===== src/rtl/acc_alu_pkg.sv =====
package acc_alu_pkg;

  localparam int DATA_W = 8;
  localparam int NIB_W  = DATA_W / 2;
  localparam int OP_W   = 4;

  // Positions inside the flag byte; the neighbouring datapath decodes these.
  localparam int FZ = 7;
  localparam int FN = 6;
  localparam int FH = 5;
  localparam int FC = 4;

  typedef enum logic [OP_W-1:0] {
    OP_ADD  = 4'd0,
    OP_ADC  = 4'd1,
    OP_SUB  = 4'd2,
    OP_SBC  = 4'd3,
    OP_CMP  = 4'd4,
    OP_AND  = 4'd5,
    OP_OR   = 4'd6,
    OP_XOR  = 4'd7,
    OP_CPL  = 4'd8,
    OP_INC  = 4'd9,
    OP_DEC  = 4'd10,
    OP_SCF  = 4'd11,
    OP_CCF  = 4'd12,
    OP_DAA  = 4'd13,
    OP_RSV0 = 4'd14,
    OP_RSV1 = 4'd15
  } alu_op_e;

  typedef enum logic [1:0] {
    LG_AND = 2'd0,
    LG_OR  = 2'd1,
    LG_XOR = 2'd2,
    LG_NOT = 2'd3
  } logic_sel_e;

  typedef struct packed {
    logic z;
    logic n;
    logic h;
    logic c;
  } flag_t;

endpackage


===== src/rtl/acc_alu_addsub.sv =====
module acc_alu_addsub #(
  parameter int W  = 8,
  parameter int NW = W / 2
) (
  input  logic [W-1:0] a_i,
  input  logic [W-1:0] b_i,
  input  logic         cin_i,
  input  logic         sub_i,
  output logic [W-1:0] sum_o,
  output logic         cout_o,
  output logic         half_o
);

  localparam logic [W:0]  ZEXT_W  = '0;
  localparam logic [NW:0] ZEXT_NW = '0;

  logic [W:0]  full;
  logic [NW:0] low;
  logic [W:0]  cin_w;
  logic [NW:0] cin_n;

  always_comb begin
    cin_w = ZEXT_W;
    cin_w[0] = cin_i;
    cin_n = ZEXT_NW;
    cin_n[0] = cin_i;
    if (sub_i) begin
      full = {1'b0, a_i} - {1'b0, b_i} - cin_w;
      low  = {1'b0, a_i[NW-1:0]} - {1'b0, b_i[NW-1:0]} - cin_n;
    end else begin
      full = {1'b0, a_i} + {1'b0, b_i} + cin_w;
      low  = {1'b0, a_i[NW-1:0]} + {1'b0, b_i[NW-1:0]} + cin_n;
    end
  end

  assign sum_o  = full[W-1:0];
  assign cout_o = full[W];
  assign half_o = low[NW];

  // Inverse relation: undoing the operation must give back the accumulator.
  always_comb begin
    if (sub_i)
      AST_SUB_INVERTS: assert (W'(sum_o + b_i + W'(cin_i)) == a_i);
    else
      AST_ADD_INVERTS: assert (W'(sum_o - b_i - W'(cin_i)) == a_i);
  end

endmodule


===== src/rtl/acc_alu_logic.sv =====
module acc_alu_logic
  import acc_alu_pkg::*;
#(
  parameter int W = 8
) (
  input  logic [W-1:0] a_i,
  input  logic [W-1:0] b_i,
  input  logic_sel_e   sel_i,
  output logic [W-1:0] y_o,
  output logic         zero_o
);

  always_comb begin
    unique case (sel_i)
      LG_AND:  y_o = a_i & b_i;
      LG_OR:   y_o = a_i | b_i;
      LG_XOR:  y_o = a_i ^ b_i;
      default: y_o = ~a_i;
    endcase
  end

  assign zero_o = (y_o == '0);

  always_comb begin
    if (sel_i == LG_AND)
      AST_AND_SUBSET: assert ((y_o & ~a_i) == '0);
  end

endmodule


===== src/rtl/acc_alu_bcd.sv =====
module acc_alu_bcd #(
  parameter int W  = 8,
  parameter int NW = W / 2
) (
  input  logic [W-1:0] a_i,
  input  logic         n_i,
  input  logic         h_i,
  input  logic         c_i,
  output logic [W-1:0] y_o,
  output logic         c_o,
  output logic         z_o
);

  localparam logic [NW-1:0] NIB_MAX  = NW'(9);
  localparam logic [W-1:0]  LOW_FIX  = W'(6);
  localparam logic [W-1:0]  HIGH_FIX = W'(8'h60);
  localparam logic [W-1:0]  HIGH_LIM = W'(8'h9F);

  logic          fix_low;
  logic          fix_high;
  logic [W-1:0]  corr;
  logic          unused_half;

  always_comb begin
    if (n_i) begin
      fix_low  = h_i;
      fix_high = c_i;
    end else begin
      fix_low  = h_i || (a_i[NW-1:0] > NIB_MAX);
      fix_high = c_i || (a_i > HIGH_LIM);
    end
    corr = (fix_low ? LOW_FIX : '0) | (fix_high ? HIGH_FIX : '0);
  end

  acc_alu_addsub #(.W(W), .NW(NW)) u_corr (
    .a_i    (a_i),
    .b_i    (corr),
    .cin_i  (1'b0),
    .sub_i  (n_i),
    .sum_o  (y_o),
    .cout_o (c_o),
    .half_o (unused_half)
  );

  assign z_o = (y_o == '0);

  always_comb begin
    if (n_i && !h_i && !c_i)
      AST_BCD_SUB_IDLE: assert (y_o == a_i && !c_o);
  end

endmodule


===== src/rtl/acc_alu.sv =====
module acc_alu
  import acc_alu_pkg::*;
(
  input  logic [7:0] acc_i,
  input  logic [7:0] opnd_i,
  input  logic [7:0] flags_i,
  input  logic [3:0] op_i,
  output logic [7:0] result_o,
  output logic [7:0] flags_o,
  output logic       wr_en_o
);

  alu_op_e    op;
  flag_t      fin;
  flag_t      fout;
  logic       is_step;
  logic [DATA_W-1:0] as_a;
  logic [DATA_W-1:0] as_b;
  logic       as_cin;
  logic       as_sub;
  logic [DATA_W-1:0] as_sum;
  logic       as_cout;
  logic       as_half;
  logic_sel_e lg_sel;
  logic [DATA_W-1:0] lg_y;
  logic       lg_zero;
  logic [DATA_W-1:0] bcd_y;
  logic       bcd_c;
  logic       bcd_z;

  assign op  = alu_op_e'(op_i);
  assign fin = '{z: flags_i[FZ], n: flags_i[FN], h: flags_i[FH], c: flags_i[FC]};

  // Shared add/subtract path: accumulator ops and operand step ops.
  assign is_step = (op == OP_INC) || (op == OP_DEC);
  assign as_a    = is_step ? opnd_i : acc_i;
  assign as_b    = is_step ? DATA_W'(1) : opnd_i;
  assign as_cin  = ((op == OP_ADC) || (op == OP_SBC)) ? fin.c : 1'b0;
  assign as_sub  = (op == OP_SUB) || (op == OP_SBC) || (op == OP_CMP) || (op == OP_DEC);

  acc_alu_addsub #(.W(DATA_W), .NW(NIB_W)) u_addsub (
    .a_i    (as_a),
    .b_i    (as_b),
    .cin_i  (as_cin),
    .sub_i  (as_sub),
    .sum_o  (as_sum),
    .cout_o (as_cout),
    .half_o (as_half)
  );

  always_comb begin
    unique case (op)
      OP_AND:  lg_sel = LG_AND;
      OP_OR:   lg_sel = LG_OR;
      OP_XOR:  lg_sel = LG_XOR;
      default: lg_sel = LG_NOT;
    endcase
  end

  acc_alu_logic #(.W(DATA_W)) u_logic (
    .a_i    (acc_i),
    .b_i    (opnd_i),
    .sel_i  (lg_sel),
    .y_o    (lg_y),
    .zero_o (lg_zero)
  );

  acc_alu_bcd #(.W(DATA_W), .NW(NIB_W)) u_bcd (
    .a_i (acc_i),
    .n_i (fin.n),
    .h_i (fin.h),
    .c_i (fin.c),
    .y_o (bcd_y),
    .c_o (bcd_c),
    .z_o (bcd_z)
  );

  always_comb begin
    result_o = acc_i;
    wr_en_o  = 1'b0;
    fout     = fin;
    unique case (op)
      OP_ADD, OP_ADC: begin
        result_o = as_sum;
        wr_en_o  = 1'b1;
        fout     = '{z: (as_sum == '0), n: 1'b0, h: as_half, c: as_cout};
      end
      OP_SUB, OP_SBC: begin
        result_o = as_sum;
        wr_en_o  = 1'b1;
        fout     = '{z: (as_sum == '0), n: 1'b1, h: as_half, c: as_cout};
      end
      OP_CMP: begin
        fout     = '{z: (as_sum == '0), n: 1'b1, h: as_half, c: as_cout};
      end
      OP_AND: begin
        result_o = lg_y;
        wr_en_o  = 1'b1;
        fout     = '{z: lg_zero, n: 1'b0, h: 1'b1, c: 1'b0};
      end
      OP_OR, OP_XOR: begin
        result_o = lg_y;
        wr_en_o  = 1'b1;
        fout     = '{z: lg_zero, n: 1'b0, h: 1'b0, c: 1'b0};
      end
      OP_CPL: begin
        result_o = lg_y;
        wr_en_o  = 1'b1;
        fout     = '{z: fin.z, n: 1'b1, h: 1'b1, c: fin.c};
      end
      OP_INC: begin
        result_o = as_sum;
        wr_en_o  = 1'b1;
        fout     = '{z: (as_sum == '0), n: 1'b0, h: as_half, c: fin.c};
      end
      OP_DEC: begin
        result_o = as_sum;
        wr_en_o  = 1'b1;
        fout     = '{z: (as_sum == '0), n: 1'b1, h: as_half, c: fin.c};
      end
      OP_SCF: begin
        fout     = '{z: fin.z, n: 1'b0, h: 1'b0, c: 1'b1};
      end
      OP_CCF: begin
        fout     = '{z: fin.z, n: 1'b0, h: 1'b0, c: ~fin.c};
      end
      OP_DAA: begin
        result_o = bcd_y;
        wr_en_o  = 1'b1;
        fout     = '{z: bcd_z, n: fin.n, h: 1'b0, c: bcd_c};
      end
      default: begin
        result_o = acc_i;
        wr_en_o  = 1'b0;
        fout     = fin;
      end
    endcase
  end

  assign flags_o = {fout.z, fout.n, fout.h, fout.c, 4'b0000};

  always_comb begin
    if (!wr_en_o)
      AST_HOLD_ACC: assert (result_o == acc_i);
    if (is_step)
      AST_STEP_KEEPS_C: assert (flags_o[FC] == flags_i[FC]);
    if (op == OP_CMP)
      AST_CMP_NEEDS_SUB: assert (as_sub && !wr_en_o);
    if (op == OP_DAA)
      AST_DAA_KEEPS_N: assert (flags_o[FN] == flags_i[FN] && !flags_o[FH]);
  end

endmodule


===== config.mk =====
export PLATFORM = sky130hd
export DESIGN_NAME = acc_alu
export DESIGN_NICKNAME = d
export VERILOG_FILES = /design/src/rtl/acc_alu_pkg.sv /design/src/rtl/acc_alu_addsub.sv /design/src/rtl/acc_alu_logic.sv /design/src/rtl/acc_alu_bcd.sv /design/src/rtl/acc_alu.sv
export SDC_FILE = /design/constraint.sdc
export NUM_CORES = 1
export LEC_CHECK = 0
export ABC_CLOCK_PERIOD_IN_PS = 8780
export BUFFER_PORTS_ARGS = -buffer_cell sky130_fd_sc_hd__clkbuf_2
export CAP_MARGIN = 5
export CORE_MARGIN = 2
export CORE_UTILIZATION = 40
export DETAILED_ROUTE_END_ITERATION = 8
export GPL_TIMING_DRIVEN = 0
export PLACE_DENSITY = 0.69
export SYNTH_ARGS = -nofsm -noshare
export SYNTH_HDL_FRONTEND = slang
export SYNTH_SLANG_ARGS = --single-unit

===== constraint.sdc =====
create_clock -name vclk -period 8.78
set_input_delay 0.439 -clock vclk [all_inputs]
set_output_delay 0.439 -clock vclk [all_outputs]
set_load 0.01 [all_outputs]

* Word level (Yosys, flattened, before mapping) *
Cells that the tools add are included.

operators by class
  reductions and logical operators = 18
  muxes and demuxes = 15
  bitwise logic cells = 6
  eq/ne operators = 15
  $add $sub $neg = 10
  $lt $le $gt $ge = 2

operators by type and width
  cell                                                   count
  one-hot mux 8 bit (3 select lines)                     2
  one-hot mux 4 bit (10 select lines)                    1
  == test 4 bit (second input constant)                  6
  zero test 8 bit                                        3
  adder 8 x 8 -> 9 bit                                   2
  2-to-1 mux 9 bit                                       2
  subtractor 8 x 8 -> 9 bit                              2
  == test 4 x 3 -> 1 bit (second input constant)         4
  2-to-1 mux 8 bit                                       2
  OR 8 bit                                               2
  OR reduction 11 bit                                    1
  adder 9 x 1 -> 9 bit                                   1
  subtractor 9 x 1 -> 9 bit                              1
  AND 8 bit                                              1
  == test 4 x 2 -> 1 bit (second input constant)         2
  greater-than comparator 8 bit (second input constant)  1
  NOT 8 bit                                              1
  XOR 8 bit                                              1
  logical OR 1 bit                                       7
  2-to-1 mux 7 bit                                       1
  one-hot mux 2 bit (3 select lines)                     1
  OR reduction 6 bit                                     1
  adder 4 x 4 -> 5 bit                                   1
  adder 5 x 1 -> 5 bit                                   1
  other kinds (15)                                       19

word-level totals
  input port bits = 28
  logic and storage cells = 66
  bits in registers = 0

* Depth between registers and ports, before layout *
Gate-level depths: netlist of run 1.

  word-level depth = 9
  mapped depth = 16
  gate-level depth less buffers = 15

* Cells and area by module *
From an unflattened synthesis of run 1, not the netlist that was laid out.

second synthesis, totals
  cells, all modules = 459
  area, all modules = 3303.2 um2

modules (own cells, without submodules)
  module          cells each  area each (um2)  instances
  acc_alu_addsub  124         927.1            2
  acc_alu         138         858.3            1
  acc_alu_logic   63          533.0            1
  acc_alu_bcd     10          57.6             1

* Worst setup path before layout of run 1 *
No wires, ideal clock.

  kind = input port to output port
  start point = input op_i[0]
  end point = output flags_o[7]
  cell stages on the path = 16
  buffers on the path = 2
  slack = 4768 ps
  data required time = 8341 ps
  arrival = 3573 ps
  cells stage by stage = buf_4 xor2_2 nand2b_1 clkbuf_1 nor2_1 a21oi_1 inv_1 fa_1 fa_1 nand3_1 nand2_1 a31oi_1 xnor2_1 a21oi_1 nand4b_1 o31ai_1

on the way
  longest elaborated chain between the ends = 8
  elaborated cells on any way between the ends = 38
  classes of those cells = 4 x add/sub; 15 x eq/ne; 7 x mux; 12 x reduce/logical

RTL lines
  what                                                                      RTL line                                     RTL
  start, declared                                                           acc_alu.sv:7                                 input logic [3:0] op_i,
  == test 4 bit (on tied branches)                                          acc_alu.sv:35, acc_alu.sv:82, acc_alu.sv:39
  logical OR 1 bit                                                          acc_alu.sv:35                                assign is_step = (op == OP_INC) || (op == OP_DEC);
  2-to-1 mux 8 bit (on tied branches)                                       acc_alu.sv:36, acc_alu.sv:37
  adder 8 x 8 -> 9 bit / subtractor 8 x 8 -> 9 bit (equally long branches)  acc_alu_addsub.sv:31, acc_alu_addsub.sv:28
  adder 9 x 1 -> 9 bit / subtractor 9 x 1 -> 9 bit (equally long branches)  acc_alu_addsub.sv:31, acc_alu_addsub.sv:28
  2-to-1 mux 9 bit                                                          acc_alu_addsub.sv:27                         if (sub_i) begin
  zero test 8 bit                                                           -
  one-hot mux 4 bit (10 select lines) *                                     acc_alu.sv:82                                unique case (op)
  end, declared                                                             acc_alu.sv:9                                 output logic [7:0] flags_o,

Mark *: on every way between the ends. The rest lies on a longest branch, timed or not.

* Worst setup path after layout of run 1 *
  start point = input op_i[2]
  end point = output flags_o[7]

The elaborated chain is that of the path after synthesis.

==> reports/metrics.yaml, run 1 <==
drive_above_1_share: 0.121
swShare: 0.595
p_switching_uw: 145
p_leak_nw: 1.42
die_area_um2: 7260
p_int_uw: 99.0
grt_max_degree: 11
synthCells: 385
n_antenna_cell: 0
synthDistinctLibCells: 54
finalPower_uw: 244
via_per_inst: 6.00
min_period_ps: 4730
yosysSeqAreaShare: 0
clock.fmax_mhz: 211
firstDrtPassIters: 5
coreArea_um2: 6350
netlist_area_um2: 2640
seqCellArea_um2: 0
slew_viol_final: 0
portBuffers: 34
ctsResizeCount: 0
endpoint_kind: "output pin"
fin_cells: 499
antenna_found_initial: 0
design_area_um2: 2920
critPathMaxStageDelay_ps: 510
dp_hpwl_mm: 7.00
rsz0062_at_grt: "no"
fin_setup_tns_ps: 0
power_frac_seq: 0
cap_viol_max_count: 0
setup_slack_ps: 4050
post-cts-setup-buffers: 0
area_delta_synth_final_pct: 10.5
start_util: 0.415
final_nets: 501
gp_congestion: 1.02
ctsHoldBuffers: 0
grt_usage: 0.235
dp.cells: 499
avgSynthCellArea_um2: 6.85
crit_arrival_ps: 4290
drcViolationCount: 0
p_comb_frac: 1.000
multiInputGateArea_um2: 2370
crit_fanout: 10
rows: 29
overflow: 0
grt_pass1_wl_mm: 14.0
setup_viol: 0
p_per_area_nw_per_um2: 83.8
die_w_um: 85.2
yosysWarnings: 0
start_kind: "input pin"
ant_nets: 0
clock_buffers: 0
pin_count: 45
path_cells: "clkbuf_2 > buf_6 > nand2b_4 > nand2b_1 > clkbuf_1 > nor2_1 > a21oi_1 > inv_1 > fa_1 > fa_1 > nand3_1 > nand2_1 > a31oi_1 > xnor2_1 > a21oi_1 > nand4b_1 > o31ai_1 > clkbuf_2"
timing.final.crit_share: 0.539
yosysTopAreaCell: "ha_1"
worst_pin_slew_ps: 845
yosys-top-cells-area: "ha_1 21%, inv_1 5.6%, nor2_1 5.1%"
hold_path.class: "in2out"
dieHeight_um: 85.2
peakVddDrop_mv: 0.0487
avgRoutedWirePerCell_um: 17.4
grt_pass1_vias: 2862
critPathRequiredTime_ps: 8340
hold_viol_final: 0
maxSlewHeadroom: 0.432
initialDrtViolationCount: 361
post-place-ws_ps: 4100
critPathLaunch: "op_i[2]"
crit_path_top_delay_cell: "fa_1"
critical_path_class: "in2out"
wl_mm: 8.66
vias: 2992
synth_top_area_share: 0.213
fillCellCount: 656
postLayoutCoreUtil: 0.459
holdWs_ps: 1350
pwr-share-clk: 0
status: "finished, final reports clean"
min-delay-start: "flags_i[5]"
placed_cell_area_um2: 2920
seq_cells: 0
## power groups by stage
stage	Sequential [mW]	Combinational, mW	Clock [mW]
floorplan	0	0.174	0
global placement	0	0.235	0
detailed placement	0	0.239	0
CTS	0	0.240	0
global route	0	0.270	0
finish	0	0.244	0
## layer usage
metal  up-vias  global-route usage  wire (um)
li1       1463                   -          -
met1      1364               0.315       3720
met2       147               0.408       4080
met3        18              0.0136        691
met4         0              0.0606        174
met5         -                   0          0
## cells in the mapped netlist (all sizes together), types with 5 or more instances
library cell  number
inv               39
a221oi            10
xnor2             12
clkbuf            12
ha                45
and2               9
a21oi             22
o21ai             26
o21a               6
o21bai             5
xor2               5
a31oi             10
a21o               9
nand2             30
nor3               7
nand3              5
buf               12
mux2i             13
nor2              36
a22oi              7
a211oi             5
## final timing paths
check | endpoint | slack [ps] | cells after the start
setup / recovery | flags_o[7] | 4050 | 18
hold / removal | flags_o[5] | 1350 | 4
## logic make-up after synthesis
group           Yosys count  synth area share
other cells               1           0.00142
fa+ha+maj                49             0.244
compound gates          125             0.321
buf+inv                  63             0.105
mux                      14            0.0536
simple gates            116             0.216
xor+xnor                 17            0.0593
## critical path: cells and delay by family
kind | cells | cell delay (ps)
adder cells (fa/ha/maj) | 2 | 950
buffers and inverters | 5 | 940
AND/OR/NAND/NOR | 6 | 900
AO/OA/AOI/OAI | 4 | 870
XOR/XNOR | 1 | 180
## placed cells by master, fill, tap and decap left out, drive strengths merged, types with 2 or more instances in the layout
cell and count:
fa 4, mux2i 13, a31oi 10, nand2b 4, o22ai 3, a211oi 5, clkbuf 46, a221oi 10
xor2 5, nor2 36, o21a 6, o21ai 26, nand4b 3, a21o 9, nand4 2, nand3 5
o211ai 3, a21oi 22, xnor2 12, or3 4, a22oi 7, nand2 30, a22o 3, and2 9
nor3 7, buf 12, o31ai 3, conb 4, nor4 2, a221o 2, nand3b 2, o21bai 5
nor2b 4, ha 45, nor3b 3, inv 39, o221ai 3, or2 3
## area by class of cell
class,instances,share of cell area
tap,77,0.0330
buffer,24,0.0451
multi-input combinational,325,0.813
inverter,39,0.0502
timing repair buffer,34,0.0584
Note: power is estimated with default switching activity, not from simulation.
==> inputs of run 2 (changes only) <==
--- a/config.mk
+++ b/config.mk
@@ -5,14 +5,14 @@
 export SDC_FILE = /design/constraint.sdc
 export NUM_CORES = 1
 export LEC_CHECK = 0
-export ABC_CLOCK_PERIOD_IN_PS = 8780
+export ABC_CLOCK_PERIOD_IN_PS = 4300
 export BUFFER_PORTS_ARGS = -buffer_cell sky130_fd_sc_hd__clkbuf_2
 export CAP_MARGIN = 5
 export CORE_MARGIN = 2
 export CORE_UTILIZATION = 40
 export DETAILED_ROUTE_END_ITERATION = 8
 export GPL_TIMING_DRIVEN = 0
-export PLACE_DENSITY = 0.69
+export PLACE_DENSITY = 0.71
 export SYNTH_ARGS = -nofsm -noshare
 export SYNTH_HDL_FRONTEND = slang
 export SYNTH_SLANG_ARGS = --single-unit
==> constraint.sdc (replaced) <==
create_clock -name vclk -period 4.3
set_input_delay 0.215 -clock vclk [all_inputs]
set_output_delay 0.215 -clock vclk [all_outputs]
set_load 0.01 [all_outputs]
==> run 2 against run 1 <==
- worst setup slack got worse by 3800 ps
- worst hold slack got worse by 450 ps
- die area is the same
- final cell count did not move
- non-clock buffer count stayed put
- combinational power grew 100%
- wire length fell by 2.8%
- clock-buffer cell count unchanged
- first-iteration DRC count down 13%
- flip-flop and latch count is the same
- critical path depth down 1
- utilization rose by 0.18 points
- critical path type unchanged
==> reports/metrics.yaml, run 2 (synthesized netlist as in run 1, its figures left out) <==
rsz0062_at_grt: "no"
dieHeight_um: 85.2
seq_cells: 0
start_util: 0.415
via_per_inst: 5.97
crit_fanout: 10
clock.fmax_mhz: 248
critPathCapture: "result_o[7]"
vias: 2980
portBuffers: 34
highest_layer: "met4"
p_int_uw: 203
postLayoutCoreUtil: 0.461
antenna_found_initial: 0
die_w_um: 85.2
power_frac_seq: 0
setup_slack_ps: 266
initialDrtViolationCount: 313
pwr-share-clk: 0
drcViolationCount: 0
worst_pin_slew_ps: 757
p_comb_frac: 1.000
n_antenna_cell: 0
wl_mm: 8.42
whs_path_depth: 3
firstDrtPassIters: 5
grt_usage: 0.233
area_delta_synth_final_pct: 11.0
crit_arrival_ps: 3820
p_per_area_nw_per_um2: 170
finalPower_uw: 498
critPathLaunch: "op_i[2]"
coreArea_um2: 6350
maxSlewHeadroom: 0.491
final_nets: 501
wl_met3_um: 660
avgRoutedWirePerCell_um: 16.9
critical_path_class: "in2out"
gp_congestion: 0.995
route.met2.wl_mm: 3.88
hold_viol_final: 0
grt_pass1_vias: 2743
drive_above_1_share: 0.130
overflow: 0
swShare: 0.593
seqCellArea_um2: 0
dp_hpwl_mm: 6.95
min_period_ps: 4030
hold_path.class: "in2out"
pin_count: 45
status: "finished, final reports clean"
cap_viol_max_count: 0
endpoint_kind: "output pin"
timing.final.crit_share: 0.938
ant_nets: 0
met1_length_mm: 3.66
setup_viol: 0
p_switching_uw: 295
rows: 29
grt_pass1_wl_mm: 14.0
slew_viol_final: 0
die_area_um2: 7260
final_common_cell: "ha_1"
grt_max_degree: 11
peakVddDrop_mv: 0.119
layout_common_cells: "45 x ha_1, 39 x inv_1, 36 x nor2_1, 35 x clkbuf_2, 30 x nand2_1"
p_leak_nw: 1.43
critPathRequiredTime_ps: 4090
start_kind: "input pin"
post-place-ws_ps: -5.28
clock_buffers: 0
holdWs_ps: 899
run 2: cell types whose count changed in the layout (fill, tap and decap cells not counted):
cell,change
clkbuf_1,-2
a21oi_1,-1
a21oi_2,+1
clkbuf_2,+1
clkbuf_4,+1
nand2b_1,-1
nand2b_2,+1
run 2: metal layers:
metal  vias to the layer above  global-route usage
met5                         -                   0
met4                         0              0.0491
met3                        16              0.0165
met2                       138               0.397
met1                      1368               0.323
li1                       1458                   -
run 2: final cells by class:
| cell class | count | area [um^2] |
|---|---|---|
| Inverter | 39 | 146 |
| Tap cell | 77 | 96.3 |
| Timing Repair Buffer | 34 | 170 |
| Multi-Input combinational cell | 325 | 2380 |
| Fill cell | 673 | 3420 |
| Buffer | 24 | 136 |
run 2: critical path: stages:
cell	delay, ps
clkbuf_2	120
buf_6	150
nand2b_4	180
nand2b_2	260
clkbuf_4	220
nor2_1	130
a21oi_2	60
fa_1	490
inv_1	90
ha_1	260
a311oi_2	380
a21oi_1	150
or3_1	360
nand3_1	120
a21oi_1	110
o32a_1	380
clkbuf_2	130
run 2: through the flow:
stage	instances	instance area, um^2	TNS, ps
6_report	499	2930	0
5_1_grt	499	2930	0
4_1_cts	499	2920	0
3_5_place_dp	499	2920	-5.28
3_3_place_gp	499	2920	0
2_1_floorplan	388	2650	0
run 2: power groups by stage:
stage | clock network [mW] | registers, mW | logic [mW]
after global placement | 0 | 0 | 0.480
after global routing | 0 | 0 | 0.554
after detailed placement | 0 | 0 | 0.486
final | 0 | 0 | 0.498
after floorplan | 0 | 0 | 0.354
after CTS | 0 | 0 | 0.489
run 2: repair_timing:
| item | CTS | global route |
|---|---|---|
| resized for setup | 1 | 6 |
| hold buffers | 0 | 0 |
| setup endpoints to repair | 1 | 4 |
| setup buffers | 0 | 0 |
run 2: worst min path at each step:
stage / slack, ps / to / startpoint
6_report: 900 / result_o[2] / acc_i[2]
5_1_grt: 940 / result_o[2] / acc_i[2]
4_1_cts: 910 / result_o[2] / acc_i[2]
3_5_place_dp: 910 / result_o[2] / acc_i[2]
3_3_place_gp: 900 / flags_o[5] / flags_i[5]
2_1_floorplan: 580 / result_o[2] / acc_i[2]
==> inputs of run 3 (changes only) <==
--- a/config.mk
+++ b/config.mk
@@ -8,11 +8,13 @@
 export ABC_CLOCK_PERIOD_IN_PS = 4300
 export BUFFER_PORTS_ARGS = -buffer_cell sky130_fd_sc_hd__clkbuf_2
 export CAP_MARGIN = 5
+export CELL_PAD_IN_SITES_DETAIL_PLACEMENT = 1
+export CELL_PAD_IN_SITES_GLOBAL_PLACEMENT = 2
 export CORE_MARGIN = 2
-export CORE_UTILIZATION = 40
+export CORE_UTILIZATION = 30
 export DETAILED_ROUTE_END_ITERATION = 8
 export GPL_TIMING_DRIVEN = 0
-export PLACE_DENSITY = 0.71
+export PLACE_DENSITY = 0.9
 export SYNTH_ARGS = -nofsm -noshare
 export SYNTH_HDL_FRONTEND = slang
 export SYNTH_SLANG_ARGS = --single-unit
==> run 3 against run 2 <==
- global-route usage is 2.6 points lower
- die area is 32% higher
- critical path type unchanged
- largest power group unchanged
- total power increased by 4.5%
- utilization decreased by 12 points
- worst setup slack got worse by 26 ps
- wire length grew 19%
- cell area increased by 1.7%
- combinational power grew 4.4%
- first-iteration DRC count down 44%
==> reports/metrics.yaml, run 3 (synthesized netlist as in run 1, its figures left out) <==
seq_cells: 0
min-delay-start: "acc_i[2]"
clock_buffers: 0
post-place-ws_ps: -123
start_kind: "input pin"
post-cts-setup-buffers: 0
critPathRequiredTime_ps: 4090
timing.final.crit_share: 0.944
ctsHoldBuffers: 0
cap_viol_max_count: 0
endpoint_kind: "output pin"
seqCellArea_um2: 0
ctsResizeCount: 2
p_leak_nw: 1.43
layout_common_cells: "45 x ha_1, 39 x inv_1, 36 x nor2_1, 34 x clkbuf_2, 30 x nand2_1"
n_antenna_cell: 0
via_per_inst: 5.71
drcViolationCount: 0
pin_count: 45
grt_pass1_vias: 3048
avgRoutedWirePerCell_um: 18.8
overflow: 0
dp_hpwl_mm: 8.34
die_w_um: 97.8
status: "finished, final reports clean"
critical_path_class: "in2out"
slew_viol_final: 0
crit_arrival_ps: 3850
holdWs_ps: 909
area_delta_synth_final_pct: 12.9
grt_max_degree: 11
setup_slack_ps: 239
vias: 3027
whs_endpoint: "result_o[2]"
maxSlewHeadroom: 0.403
dieHeight_um: 97.8
setup_viol: 0
die_area_um2: 9560
hold_viol_final: 0
start_util: 0.305
grt_pass1_wl_mm: 16.3
ant_nets: 0
min_period_ps: 4060
firstDrtPassIters: 4
peakVddDrop_mv: 0.0807
portBuffers: 34
coreArea_um2: 8640
initialDrtViolationCount: 176
final_common_cell: "ha_1"
crit_fanout: 10
wl_mm: 9.98
gp_congestion: 0.946
worst_pin_slew_ps: 889
whs_path_depth: 3
drive_above_1_share: 0.135
final_nets: 501
hold_path.class: "in2out"
antenna_found_initial: 0
clock.fmax_mhz: 246
p_per_area_nw_per_um2: 175
rsz0062_at_grt: "no"
grt_usage: 0.207
rows: 34
-- run 3: cell types whose count changed in the layout (fill, tap and decap cells not counted), sizes merged --
cell	previous run	this run
buf	12	13
clkbuf	46	45
-- run 3: how the worst max path moves through the flow --
| stage | from | endpoint | cells after the start |
|---|---|---|---|
| after floorplan | op_i[0] | flags_o[7] | 16 |
| after global placement | op_i[2] | flags_o[7] | 18 |
| after detailed placement | op_i[2] | flags_o[7] | 18 |
| after CTS | op_i[2] | result_o[7] | 16 |
| after global routing | op_i[2] | flags_o[7] | 18 |
| final | op_i[2] | result_o[7] | 17 |
-- run 3: final cells by class --
class / count / area [um^2]
buffer: 24 / 136
fill: 1120 / 5660
multi-input combinational: 325 / 2390
timing repair buffer: 34 / 170
tap: 108 / 135
inverter: 39 / 146
-- run 3: report_power, final --
group / switching, mW / internal, mW
sequential: 0 / 0
clock: 0 / 0
combinational: 0.315 / 0.205
total: 0.315 / 0.205
-- run 3: layer usage --
metal | GRT usage | share of wire | vias to the layer above
li1 | - | - | 1452
met5 | 0 | 0 | -
met2 | 0.369 | 0.49 | 81
met4 | 0.0331 | 0.016 | 0
met3 | 0.0107 | 0.045 | 12
met1 | 0.281 | 0.45 | 1482
-- run 3: worst max-delay path, stage by stage --
cell,delay [ps]
clkbuf_2,120
buf_6,140
nand2b_4,190
nand2b_2,260
clkbuf_4,220
nor2_1,130
a21oi_2,60
fa_1,500
inv_1,80
ha_1,260
a311oi_2,350
a21oi_1,160
or3_1,360
nand3_1,120
a21oi_1,130
o32a_1,410
clkbuf_2,140
-- run 3: metrics by stage --
step | power (mW) | utilization | setup TNS, ps | instance area (um^2) | std cells
finish | 0.520 | 0.345 | 0 | 2980 | 530
global route | 0.576 | 0.345 | 0 | 2980 | 530
CTS | 0.512 | 0.343 | 0 | 2960 | 530
detailed placement | 0.509 | 0.342 | -123 | 2950 | 530
global placement | 0.492 | 0.342 | -59.5 | 2950 | 530
floorplan | 0.354 | - | 0 | 2650 | 388
